[src/rtl/agc_pkg.sv]
package agc_pkg;
  typedef struct packed {
    logic uflo;
    logic oflo;
  } fault_t;
endpackage

[src/rtl/agc_level_detect.sv]
module agc_level_detect
  import agc_pkg::*;
#(
  parameter int N_CH   = 3,
  parameter int SMP_W  = 10,
  parameter int LO_THR = 256,
  parameter int HI_THR = 506
) (
  input  logic [N_CH*SMP_W-1:0] smp_data,
  output fault_t                flt
);
  localparam int MAG_W = SMP_W + 1;
  localparam logic [MAG_W-1:0] LO_V = MAG_W'(LO_THR);
  localparam logic [MAG_W-1:0] HI_V = MAG_W'(HI_THR);

  logic [N_CH-1:0] is_low;
  logic [N_CH-1:0] is_high;

  for (genvar c = 0; c < N_CH; c++) begin : g_ch
    logic signed [SMP_W-1:0] s;
    logic signed [MAG_W-1:0] s_ext;
    logic        [MAG_W-1:0] mag;
    assign s     = smp_data[c*SMP_W +: SMP_W];
    assign s_ext = MAG_W'(s);
    assign mag   = s[SMP_W-1] ? MAG_W'(-s_ext) : MAG_W'(s_ext);
    assign is_low[c]  = (mag < LO_V);
    assign is_high[c] = (mag > HI_V);
  end

  assign flt.uflo = &is_low;
  assign flt.oflo = |is_high;
endmodule

[src/rtl/agc_gain_step.sv]
module agc_gain_step
  import agc_pkg::*;
#(
  parameter int GAIN_W   = 5,
  parameter int GAIN_MAX = 17
) (
  input  logic [GAIN_W-1:0] cur,
  input  fault_t            flt,
  output logic [GAIN_W-1:0] nxt
);
  localparam logic [GAIN_W-1:0] GMAX = GAIN_W'(GAIN_MAX);

  always_comb begin
    nxt = cur;
    if (flt.oflo) begin
      if (cur != '0) nxt = cur - 1'b1;
    end else if (flt.uflo) begin
      if (cur < GMAX) nxt = cur + 1'b1;
    end
  end
endmodule

[src/rtl/agc_host_clip.sv]
module agc_host_clip #(
  parameter int GAIN_W   = 5,
  parameter int GAIN_MAX = 17
) (
  input  logic [GAIN_W-1:0] raw,
  output logic [GAIN_W-1:0] clipped
);
  localparam logic [GAIN_W-1:0] GMAX = GAIN_W'(GAIN_MAX);
  assign clipped = (raw > GMAX) ? GMAX : raw;
endmodule

[src/rtl/agc_stepper.sv]
module agc_stepper
  import agc_pkg::*;
#(
  parameter int N_CH     = 3,
  parameter int SMP_W    = 10,
  parameter int GAIN_W   = 5,
  parameter int GAIN_MAX = 17,
  parameter int LO_THR   = 256,
  parameter int HI_THR   = 506
) (
  input  logic                   clk,
  input  logic                   rst_n,
  input  logic                   smp_valid,
  output logic                   smp_ready,
  input  logic [N_CH*SMP_W-1:0]  smp_data,
  input  logic                   agc_off,
  input  logic                   conv_busy,
  input  logic                   host_wr,
  input  logic [GAIN_W-1:0]      host_gain,
  output logic [GAIN_W-1:0]      gain_code,
  output logic [GAIN_W-2:0]      gain_top,
  output logic [7:0]             status,
  output logic                   warn
);
  localparam logic [GAIN_W-1:0] GMAX = GAIN_W'(GAIN_MAX);

  fault_t            flt;
  fault_t            flags_q;
  logic [GAIN_W-1:0] gain_q;
  logic [GAIN_W-1:0] gain_step;
  logic [GAIN_W-1:0] host_clip;
  logic              acc;

  agc_level_detect #(
    .N_CH(N_CH), .SMP_W(SMP_W), .LO_THR(LO_THR), .HI_THR(HI_THR)
  ) u_det (
    .smp_data(smp_data),
    .flt     (flt)
  );

  agc_gain_step #(.GAIN_W(GAIN_W), .GAIN_MAX(GAIN_MAX)) u_step (
    .cur(gain_q),
    .flt(flt),
    .nxt(gain_step)
  );

  agc_host_clip #(.GAIN_W(GAIN_W), .GAIN_MAX(GAIN_MAX)) u_clip (
    .raw    (host_gain),
    .clipped(host_clip)
  );

  // a host write owns the gain register for one cycle, so beats wait
  assign smp_ready = rst_n & ~host_wr;
  assign acc       = smp_valid & smp_ready;

  always_ff @(posedge clk or negedge rst_n) begin
    if (!rst_n) begin
      gain_q  <= '0;
      flags_q <= '0;
    end else begin
      if (host_wr) begin
        gain_q <= host_clip;
      end else if (acc) begin
        flags_q <= flt;
        if (!agc_off) gain_q <= gain_step;
      end
    end
  end

  assign gain_code = gain_q;
  assign gain_top  = gain_q[GAIN_W-1:1];
  assign status    = {5'b0, flags_q.uflo, flags_q.oflo, conv_busy};
  assign warn      = flags_q.uflo | flags_q.oflo;

  AST_GAIN_CEIL: assert property (@(posedge clk) disable iff (!rst_n)
    gain_q <= GMAX);
  AST_UFLO_STEPS_UP: assert property (@(posedge clk) disable iff (!rst_n)
    (acc && flt.uflo && !flt.oflo && !agc_off && gain_q != GMAX)
      |=> (gain_q == $past(gain_q) + 1'b1) && status[2]);
  AST_OFLO_STEPS_DOWN: assert property (@(posedge clk) disable iff (!rst_n)
    (acc && flt.oflo && !agc_off && gain_q != '0)
      |=> (gain_q == $past(gain_q) - 1'b1) && status[1]);
  AST_AGC_OFF_HOLD: assert property (@(posedge clk) disable iff (!rst_n)
    (acc && agc_off) |=> $stable(gain_q));
  AST_IDLE_HOLD: assert property (@(posedge clk) disable iff (!rst_n)
    (!acc && !host_wr) |=> $stable(gain_q) && $stable(status[2:1]));
  AST_WRITE_NO_BEAT: assert property (@(posedge clk) disable iff (!rst_n)
    host_wr |=> $stable(status[2:1]));
endmodule

[config.mk]
export PLATFORM = sky130hd
export DESIGN_NAME = agc_stepper
export DESIGN_NICKNAME = d
export VERILOG_FILES = /design/src/rtl/agc_pkg.sv /design/src/rtl/agc_level_detect.sv /design/src/rtl/agc_gain_step.sv /design/src/rtl/agc_host_clip.sv /design/src/rtl/agc_stepper.sv
export SDC_FILE = /design/constraint.sdc
export NUM_CORES = 1
export LEC_CHECK = 0
export ABC_AREA = 1
export BUFFER_PORTS_ARGS = -buffer_cell sky130_fd_sc_hd__clkbuf_2
export CAP_MARGIN = 30
export CORE_MARGIN = 2
export CORE_UTILIZATION = 44
export DETAILED_ROUTE_END_ITERATION = 8
export PLACE_DENSITY = 0.78
export REMOVE_ABC_BUFFERS = 1
export SETUP_SLACK_MARGIN = 0.02
export SYNTH_ARGS = -nofsm -noshare
export SYNTH_HDL_FRONTEND = slang
export SYNTH_HIERARCHICAL = 1
export SYNTH_SLANG_ARGS = --single-unit
[constraint.sdc]
create_clock -name clk -period 2 [get_ports clk]
set_clock_uncertainty 0.15 [all_clocks]
set_input_delay 0.1 -clock clk [delete_from_list [all_inputs] [get_ports clk]]
set_output_delay 0.1 -clock clk [all_outputs]
set_load 0.05 [all_outputs]
==> flow_summary.ini <==
[global_route]
antenna_found_initial = 0
globalRouteMet1Util_pct = 24.7
use_met2_pct = 30.1
top_usage_layer = met2
grt_pass1_wl_um = 6600
first_global_vias = 1682
grt_use_total_pct = 17.8
grtUsageMet3_pct = 1.69
grt-ovfl-total = 0
grt_max_degree = 15

[clock_tree]
cts_tree = yes
cts.path.max_buffers = 2
cts-buffers-inserted = 3
clock_sinks = 7
path_clk_slew_ps = 40
cts-htree-levels = 1
root_buffer = clkbuf_8
insertion_delay_ps = 230

[sta]
fin_crit_ps = 1910
max_freq_ghz = 0.524
rsz0062_at_grt = yes
finalHoldViolCount = 0
hold_slack_ps = 29.2
tns_ps = 0
setup_viol = 0
setup_slack_ps = 90.3
maxSlewViolCount = 0
min_period_over_period_pct = 95.5

[floorplan]
core_mm2 = 0.00374
dieHeight_um = 67.1
start_util_pct = 46.8
die_w_um = 67.1
pin_count = 60
die_area_mm2 = 0.00450
num_rows = 22

[critical_path]
critPathSlowestCell = nor3_1
critical-path-max-stage-delay_ps = 190
crit_chain = buf_8 > inv_4 > ha_4 > inv_4 > nor2_1 > nand3_1 > nand2_2 > nand2_2 > nand2_2 > nand4_1 > nor3_1 > buf_4 > buf_12 > nand4_1 > nand3_1 > nand2_1 > nand2_1 > nand2_1 > nand3_1 > nand2_1
crit_type = in -> reg
worstRegToRegCells = 11
crit_required_ps = 1960
worstReg2RegStart = gain_code[0]
crit_fanout = 5
startpoint = smp_data[1]
worst_setup_path_start_kind = primary input
crit_top_cell = nand2_1
cp-end-kind = register
cp_data_arrival_time_ps = 1870

[layout]
fin_nets = 437
postLayoutCellArea_mm2 = 0.00226
areaGrowthSynthToFinish_pct = 28.9
final_layout_size_suffix_gt1_share_pct = 32.1
fin_cells = 438
antennaDiodeCount = 0

[synthesis]
ys_seq_elements = 7
ys_seq_area_share_pct = 10.0
synth_cell_types = 32
postSynthCellCount = 326
yosys_warnings = 6
synth_area_per_cell_um2 = 5.37
syn_area_mm2 = 0.00175

[routing]
drcViolationCount = 0
wl_per_cell_um = 9.72
routed_wl_um = 4260
via_per_inst = 4.81
antenna_left = 0
drt_first_iter_violations = 118
num_vias = 2106
drt_pass1_iterations = 4

[hold_path]
hp-start = smp_valid
whs_path_depth = 3
hp-class = in -> reg

[placed_design]
pre_cts_ws_ps = -182
io_buffers = 52
placedCellCount = 427
post_dp_cell_area_mm2 = 0.00205
place.gp.congestion = 0.891
hpwl_um = 3290

[power_and_ir_drop]
power.density_mw_per_mm2 = 490
irDropWorstVdd_mv = 0.229
power_leakage_nw = 1.35

[status]
status = complete, no violations

[flow_run]
cap_violations = 0
## kinds of logic (layout without fill, tap and decap cells)
kind of cell | count (synthesis) | count (layout) | share of synthesized area (%)
buffers and inverters | 71 | 131 | 19.5
flip-flops | 7 | 7 | 10.0
AND/OR/NAND/NOR | 216 | 216 | 55.8
XOR/XNOR | 1 | 1 | 0.500
other | 1 | 5 | 0.214
adder cells (fa/ha/maj) | 5 | 5 | 3.57
AO/OA/AOI/OAI | 25 | 25 | 10.4
## Yosys cell counts
cell type / n / area (um^2)
nand2_1: 116 / 435
inv_1: 50 / 188
nand3_1: 41 / 205
nor2_1: 30 / 113
buf_4: 10 / 75.1
nand2_2: 8 / 50.1
dfrtp_1: 7 / 175
ha_1: 5 / 62.6
inv_2: 5 / 18.8
nand3b_1: 5 / 37.5
nand4_1: 5 / 31.3
o21bai_1: 5 / 37.5
buf_6: 4 / 45.0
nor2_2: 4 / 25.0
o21ai_0: 4 / 20.0
o21ai_2: 4 / 35.0
a21oi_1: 3 / 15.0
a21oi_2: 3 / 26.3
nand3_2: 2 / 20.0
o21ai_1: 2 / 10.0
o21bai_2: 2 / 22.5
clkbuf_1: 1 / 3.75
conb_1: 1 / 3.75
inv_8: 1 / 11.3
nand2_4: 1 / 11.3
nand2_8: 1 / 20.0
nand3_4: 1 / 17.5
nor3_1: 1 / 5.00
o221ai_1: 1 / 8.76
o31ai_1: 1 / 7.51
or2_2: 1 / 6.26
xor2_1: 1 / 8.76
## critical path: cells and delay by family
family / cells / cell delay, ps
fa+ha+maj: 1 / 140
simple gates: 14 / 1140
buf+inv: 5 / 470
## registers in the layout (all words and copies together) (netlist names)
signal     flops
status         2
gain_code      5
## area by class of cell
cell class | count | area (um^2)
fill | 393 | 1490
multi-input combinational | 252 | 1320
timing repair buffer | 71 | 434
inverter | 56 | 225
sequential | 7 | 175
tap | 48 | 60.1
clock buffer | 3 | 41.3
clock inverter | 1 | 5.00
## per-stage QoR
step	total power [mW]	util (%)
3_3_place_gp	0.838	54.8
3_5_place_dp	0.847	54.8
5_1_grt	1.20	60.3
6_report	1.11	60.3
4_1_cts	1.05	56.4
2_1_floorplan	0.650	-
## worst paths after layout
kind / slack (ps) / end
min reg2reg: 350 / status[1]
min in group asynchronous: 130 / gain_code[1]
min: 30 / status[1]
max reg2reg: 160 / gain_code[0]
max in group asynchronous: 1340 / gain_code[2]
max: 90 / gain_code[3]
## placed cells by master, fill, tap and decap left out, drive strengths merged
cell and instances:
o21ai 10, o21bai 7, nand3 44, or2 1, ha 5, o221ai 1, nand2 126, dlygate4sd3 1
inv 56, xor2 1, nand3b 5, clkinv 1, nor3 1, conb 5, nor2 34, clkbuf 53
o31ai 1, a21oi 6, buf 20, nand4 5, dfrtp 7
## report_power, final
part	internal [mW]	total [mW]	switching (mW)
clock network	0.135	0.202	0.0668
registers	0.162	0.194	0.0316
logic	0.242	0.710	0.469
## layer usage
layer / up-vias / part of all wire [%]
met5: - / 0
met4: 0 / 0.59
met3: 4 / 4.3
met2: 52 / 50
met1: 920 / 46
li1: 1130 / -
## timing repair
item,in CTS,in global routing
gates resized for setup,0,30
endpoints found under the hold margin,7,0
endpoints found under the setup margin,0,5
buffers inserted,0,6
hold buffers,1,0
Note: power is estimated with default switching activity, not from simulation.
